<file path="config.mk">
export PLATFORM = sky130hd
export DESIGN_NAME = opaddr_unit
export DESIGN_NICKNAME = d
export VERILOG_FILES = /design/src/rtl/opaddr_pkg.sv /design/src/rtl/opaddr_seq.sv /design/src/rtl/opaddr_capture.sv /design/src/rtl/opaddr_calc.sv /design/src/rtl/opaddr_unit.sv
export SDC_FILE = /design/constraint.sdc
export NUM_CORES = 1
export LEC_CHECK = 0
export BUFFER_PORTS_ARGS = -buffer_cell sky130_fd_sc_hd__clkbuf_2
export CAP_MARGIN = 20
export CORE_AREA = 2 2 83 77
export CTS_CLUSTER_SIZE = 10
export DETAILED_ROUTE_END_ITERATION = 8
export DIE_AREA = 0 0 85 79
export GPL_ROUTABILITY_DRIVEN = 0
export PLACE_DENSITY = 0.87
export SETUP_SLACK_MARGIN = 0.05
export SLEW_MARGIN = 20
export SYNTH_ARGS = -nofsm -noshare
export SYNTH_HDL_FRONTEND = slang
export SYNTH_SLANG_ARGS = --single-unit
</file>
<file path="constraint.sdc">
create_clock -name clk -period 2.4 [get_ports clk]
set_input_delay 0.12 -clock clk [delete_from_list [all_inputs] [get_ports clk]]
set_output_delay 0.12 -clock clk [all_outputs]
set_load 0.01 [all_outputs]
</file>
<file path="src/rtl/opaddr_pkg.sv">
package opaddr_pkg;

  typedef enum logic [1:0] {
    MODE_PAGE0 = 2'b00,
    MODE_FULL  = 2'b01,
    MODE_INDEX = 2'b10,
    MODE_IMM   = 2'b11
  } addr_mode_e;

  typedef enum logic [1:0] {
    ST_IDLE = 2'b00,
    ST_LO   = 2'b01,
    ST_HI   = 2'b10
  } fetch_state_e;

endpackage

</file>
<file path="src/rtl/opaddr_seq.sv">
module opaddr_seq
  import opaddr_pkg::*;
(
  input  logic       clk,
  input  logic       rst_n,
  input  logic       start,
  input  addr_mode_e mode_in,
  input  addr_mode_e mode_q,
  input  logic       byte_valid,
  output logic       take_start,
  output logic       imm_fire,
  output logic       take_byte,
  output logic       last_byte,
  output logic       busy
);

  fetch_state_e state_q, state_d;

  assign busy       = (state_q != ST_IDLE);
  assign take_start = start && !busy;
  assign imm_fire   = take_start && (mode_in == MODE_IMM);
  assign take_byte  = byte_valid && busy;
  assign last_byte  = take_byte && ((state_q == ST_HI) || (mode_q != MODE_FULL));

  always_comb begin
    state_d = state_q;
    unique case (state_q)
      ST_IDLE: if (take_start && !imm_fire) state_d = ST_LO;
      ST_LO:   if (take_byte) state_d = last_byte ? ST_IDLE : ST_HI;
      ST_HI:   if (take_byte) state_d = ST_IDLE;
      default: state_d = ST_IDLE;
    endcase
  end

  always_ff @(posedge clk) begin
    if (!rst_n) state_q <= ST_IDLE;
    else        state_q <= state_d;
  end

endmodule

</file>
<file path="src/rtl/opaddr_capture.sv">
module opaddr_capture
  import opaddr_pkg::*;
#(
  parameter int AW = 16,
  parameter int BW = 8
) (
  input  logic          clk,
  input  logic          rst_n,
  input  logic          take_start,
  input  logic          take_byte,
  input  logic          last_byte,
  input  addr_mode_e    mode_in,
  input  logic          idx_sel,
  input  logic          wide_imm,
  input  logic          msb_first,
  input  logic [AW-1:0] idx_x,
  input  logic [AW-1:0] idx_y,
  input  logic [BW-1:0] byte_in,
  output addr_mode_e    mode_q,
  output logic          wide_q,
  output logic          msbf_q,
  output logic [AW-1:0] base_q,
  output logic [BW-1:0] first_q
);

  always_ff @(posedge clk) begin
    if (!rst_n) begin
      mode_q  <= MODE_PAGE0;
      wide_q  <= 1'b0;
      msbf_q  <= 1'b0;
      base_q  <= '0;
      first_q <= '0;
    end else begin
      if (take_start) begin
        mode_q <= mode_in;
        wide_q <= wide_imm;
        msbf_q <= msb_first;
        base_q <= idx_sel ? idx_y : idx_x;
      end
      if (take_byte && !last_byte) first_q <= byte_in;
    end
  end

endmodule

</file>
<file path="src/rtl/opaddr_calc.sv">
module opaddr_calc
  import opaddr_pkg::*;
#(
  parameter int AW    = 16,
  parameter int BW    = 8,
  parameter int STEPW = 2
) (
  input  addr_mode_e       mode_q,
  input  logic             msbf_q,
  input  logic [AW-1:0]    base_q,
  input  logic [BW-1:0]    first_q,
  input  logic [BW-1:0]    byte_in,
  output logic [AW-1:0]    ea_calc,
  output logic [STEPW-1:0] step_calc
);

  localparam int PADW = AW - BW;

  function automatic logic [AW-1:0] page0_addr(input logic [BW-1:0] b);
    return {{PADW{1'b0}}, b};
  endfunction

  function automatic logic [AW-1:0] join_addr(input logic [BW-1:0] b0,
                                              input logic [BW-1:0] b1,
                                              input logic hi_first);
    return hi_first ? {b0, b1} : {b1, b0};
  endfunction

  function automatic logic [AW-1:0] offset_addr(input logic [AW-1:0] base,
                                                input logic [BW-1:0] off);
    logic [AW:0] sum;
    sum = {1'b0, base} + {{(PADW + 1){1'b0}}, off};
    return sum[AW-1:0];
  endfunction

  function automatic logic [STEPW-1:0] byte_count(input addr_mode_e m);
    return (m == MODE_FULL) ? STEPW'(2) : STEPW'(1);
  endfunction

  always_comb begin
    unique case (mode_q)
      MODE_PAGE0: ea_calc = page0_addr(byte_in);
      MODE_FULL:  ea_calc = join_addr(first_q, byte_in, msbf_q);
      MODE_INDEX: ea_calc = offset_addr(base_q, byte_in);
      default:    ea_calc = '0;
    endcase
    step_calc = byte_count(mode_q);
  end

endmodule

</file>
<file path="src/rtl/opaddr_unit.sv">
module opaddr_unit
  import opaddr_pkg::*;
#(
  parameter int AW = 16,
  parameter int BW = 8
) (
  input  logic          clk,
  input  logic          rst_n,
  input  logic          start,
  input  logic [1:0]    mode,
  input  logic          idx_sel,
  input  logic          wide_imm,
  input  logic          msb_first,
  input  logic [AW-1:0] pc_in,
  input  logic [AW-1:0] idx_x,
  input  logic [AW-1:0] idx_y,
  input  logic          byte_valid,
  input  logic [BW-1:0] byte_in,
  output logic [AW-1:0] ea,
  output logic [1:0]    pc_step,
  output logic          done,
  output logic          busy
);

  localparam int STEPW = 2;

  addr_mode_e       mode_in, mode_q;
  logic             take_start, imm_fire, take_byte, last_byte;
  logic             wide_q, msbf_q;
  logic [AW-1:0]    base_q, ea_calc;
  logic [BW-1:0]    first_q;
  logic [STEPW-1:0] step_calc;

  assign mode_in = addr_mode_e'(mode);

  opaddr_seq u_seq (
    .clk(clk), .rst_n(rst_n), .start(start), .mode_in(mode_in),
    .mode_q(mode_q), .byte_valid(byte_valid), .take_start(take_start),
    .imm_fire(imm_fire), .take_byte(take_byte), .last_byte(last_byte),
    .busy(busy)
  );

  opaddr_capture #(.AW(AW), .BW(BW)) u_cap (
    .clk(clk), .rst_n(rst_n), .take_start(take_start), .take_byte(take_byte),
    .last_byte(last_byte), .mode_in(mode_in), .idx_sel(idx_sel),
    .wide_imm(wide_imm), .msb_first(msb_first), .idx_x(idx_x), .idx_y(idx_y),
    .byte_in(byte_in), .mode_q(mode_q), .wide_q(wide_q), .msbf_q(msbf_q),
    .base_q(base_q), .first_q(first_q)
  );

  opaddr_calc #(.AW(AW), .BW(BW), .STEPW(STEPW)) u_calc (
    .mode_q(mode_q), .msbf_q(msbf_q), .base_q(base_q), .first_q(first_q),
    .byte_in(byte_in), .ea_calc(ea_calc), .step_calc(step_calc)
  );

  // Result register: immediate finishes at start, others on their last byte.
  always_ff @(posedge clk) begin
    if (!rst_n) begin
      ea      <= '0;
      pc_step <= '0;
      done    <= 1'b0;
    end else if (imm_fire) begin
      ea      <= pc_in;
      pc_step <= wide_imm ? STEPW'(2) : STEPW'(1);
      done    <= 1'b1;
    end else if (last_byte) begin
      ea      <= ea_calc;
      pc_step <= step_calc;
      done    <= 1'b1;
    end else begin
      done    <= 1'b0;
    end
  end

  // wide_q is kept for the checker: it records the width of the last immediate.
  logic imm_wide_seen;
  assign imm_wide_seen = wide_q;

endmodule

</file>
==> reports/summary.txt <==
Per-cell routed wire length: 15.6 um
Comb power frac: 25.2%
DRT Wirelength: 7.70 mm
Status: completed
Die area: 6720 sq um
Syn Std Cell Area: 3030 sq um
Post-DP Area: 3460 sq um
Final hold viol count: 0
Critical path arrival: 2380 ps
Tmin final: 2150 ps
Final Cycle Share: 89.7%
# resized after CTS: 0
Reg-to-Reg Start: u_seq.state_q[0]
Clock-pin slew on the worst setup and hold paths: 100 ps
Post-synth top area share: 31.7%
Pre-CTS setup slack: 310 ps
Hold Slack: 60.1 ps
Pin count of the biggest net entering global routing: 42
Post-DP HPWL: 6.05 mm
Synth async-reset ratio: 0%
CTS buffer count: 5
GRT overflow: 0
Synth Net Count: 423
Net Sw Frac: 31.5%
Chip height: 79 um
Max-cap violations: 0
Worst Setup SP: u_seq.state_q[0]
Most numerous cell in the Yosys netlist: dfxtp_1
Max VDD drop: 0.000394 V
Static Leak: 1.50 nW
Crit end category: register
Setup WS post-layout: 247 ps
R2r setup slk: 250 ps
Yosys cell types: 70
Setup violators final: 0
Cell count after synthesis: 349
Setup bufs post-CTS: 0
Number of global-route vias before repair: 2,632
Placed Cells: 487
P per Cell Area: 528 nW/um^2
FMAX: 464 MHz
DR vias/cell: 5.95
Main area contributors after synthesis: dfxtp_1 (32%), mux2i_1 (10%), a211oi_1 (4.7%)
P&R area growth vs syn: 17.3%
Initial DRC count: 193
P_int: 1.29 mW
DRC Markers: 0
Slew Limit Fails: 0
# hold bufs at CTS: 0
Share of cells above drive strength 1: 28.4%
I/O Buffers: 84
CTS tree: yes
Skew final: 12.9 ps
Clock power share: 27.5%
Largest area contributor in the netlist: dfxtp_1
H-tree depth: 2
Top_reg_cell synth: dfxtp_1
Post-layout instance area: 3560 sq um
CTS sink cnt: 48
Final Net Count: 496
Crit path launch type: register
EDFF count, synth: 0
Worst Path Max Fanout: 16
Core box area: 5910 sq um
Via count: 2,947
First-pass GRT wire length: 12.3 mm
RSZ-0062 raised after global routing: no
Worst Reg2Reg Path Length in Cells: 5
Syn avg cell area: 8.69 sq um
TNS Setup: 0 ps
Worst R2R End: ea[8]
Sw Pwr: 0.592 mW
GRT Overall Usage: 22.6%
Commonest cells in the netlist: dfxtp_1 (48), nand2_1 (35), mux2i_1 (31), nor2_1 (29), a21oi_1 (25)
DRT antenna net count: 0
Synthesis-stage register bit count: 48
Initial antenna violation count: 0
Yosys warns: 0
Flop pwr share: 47.3%
Starting density of the core: 51.3%
Worst-margin pin slew: 656 ps
CP required: 2630 ps
Pre-antenna DRT Iters: 5
Die X: 85 um
Ports: 85
Crit path capture: ea[8]
FP Rows: 27
Clk_lat worst skew: 310 ps
Hold crit path type: in -> reg
CTS Buffer Depth: 2
Antenna cells: 0
Max-slew headroom: 56.2%
Sequential share of the synthesized area: 31.7%
Fin cells: 495
WS Path Type: reg -> reg
Clk root buf: clkbuf_8
-- power by group through the flow --
| stage | registers [mW] | logic [mW] | clock network, mW |
|---|---|---|---|
| 3_3_place_gp | 0.904 | 0.456 | 0 |
| 4_1_cts | 0.888 | 0.468 | 0.520 |
| 5_1_grt | 0.895 | 0.520 | 0.556 |
| 6_report | 0.889 | 0.473 | 0.517 |
| 2_1_floorplan | 0.897 | 0.331 | 0 |
| 3_5_place_dp | 0.907 | 0.466 | 0 |
-- state kept, by name, indices dropped and copies added, names as in the netlist --
| signal | count |
|---|---|
| u_seq.state_q | 2 |
| u_cap.first_q | 8 |
| done | 1 |
| u_cap.msbf_q | 1 |
| pc_step | 2 |
| ea | 16 |
| u_cap.mode_q | 2 |
| u_cap.base_q | 16 |
-- cell type report --
class	count	area (sq um)
inverter	6	22.5
fill	521	2350
timing repair buffer	88	450
tap	72	90.1
clock inverter	2	15.0
multi-input combinational	273	1940
sequential	48	961
clock buffer	6	82.6
-- how the worst min path moves through the flow --
stage                                  end  slack, ps        from  cells past startpoint
after global routing          u_cap.msbf_q         60   msb_first                      3
after CTS                     u_cap.msbf_q         60   msb_first                      3
final                         u_cap.msbf_q         60   msb_first                      3
after global placement        u_cap.msbf_q        370   msb_first                      3
after detailed placement      u_cap.msbf_q        380   msb_first                      3
after floorplan           u_cap.first_q[2]        260  byte_in[2]                      2
-- cell families after synthesis --
family,synth area share (%)
flip-flops,31.7
multiplexers,11.7
buffers and inverters,4.70
AO/OA/AOI/OAI,28.2
AND/OR/NAND/NOR,17.8
adder cells (fa/ha/maj),3.96
XOR/XNOR,2.02
-- cell usage in the layout, fill, tap and decap left out, types with 2 or more instances in the layout --
| master | n |
|---|---|
| a222oi_1 | 3 |
| or3_1 | 3 |
| mux2i_1 | 31 |
| o211ai_2 | 2 |
| clkbuf_8 | 6 |
| o21ai_2 | 2 |
| o221ai_1 | 3 |
| dfxtp_1 | 48 |
| buf_4 | 4 |
| xor2_1 | 2 |
| a221oi_1 | 3 |
| nand2_1 | 35 |
| o211ai_1 | 3 |
| o22a_1 | 2 |
| inv_1 | 5 |
| o21ai_1 | 2 |
| clkbuf_2 | 84 |
| o21a_1 | 4 |
| nor3_2 | 2 |
| nand3_1 | 6 |
| nor2b_1 | 5 |
| mux2_2 | 4 |
| a221o_1 | 2 |
| or2_2 | 2 |
| o22ai_1 | 4 |
| a22o_1 | 3 |
| ha_1 | 8 |
| clkinvlp_4 | 2 |
| nor2_1 | 29 |
| and2_1 | 4 |
| nor3_1 | 4 |
| a211oi_1 | 19 |
| o21ai_0 | 12 |
| a21oi_1 | 25 |
| nand2b_1 | 7 |
| a22oi_1 | 5 |
| xnor2_1 | 5 |
-- per-stage QoR --
step	power [mW]	utilization [%]
after CTS	1.88	60.2
after global placement	1.36	58.5
after global routing	1.97	60.2
after floorplan	1.23	-
final	1.88	60.2
after detailed placement	1.37	58.5
-- worst max-delay path, cell delays in order (launching register included) --
cell	delay [ps]
dfxtp_1	440
nor3b_4	450
and2_1	600
a21oi_1	160
a21boi_1	160
a311oi_2	260
-- per-layer routing --
metal | GRT usage (%) | up-vias | share of wire (%)
met4 | 4.92 | 0 | 1.4
li1 | - | 1447 | -
met3 | 6.13 | 14 | 11
met1 | 30.2 | 1329 | 44
met2 | 36.6 | 157 | 44
met5 | 0 | - | 0
No activity file was read; power rests on OpenSTA's default activity.
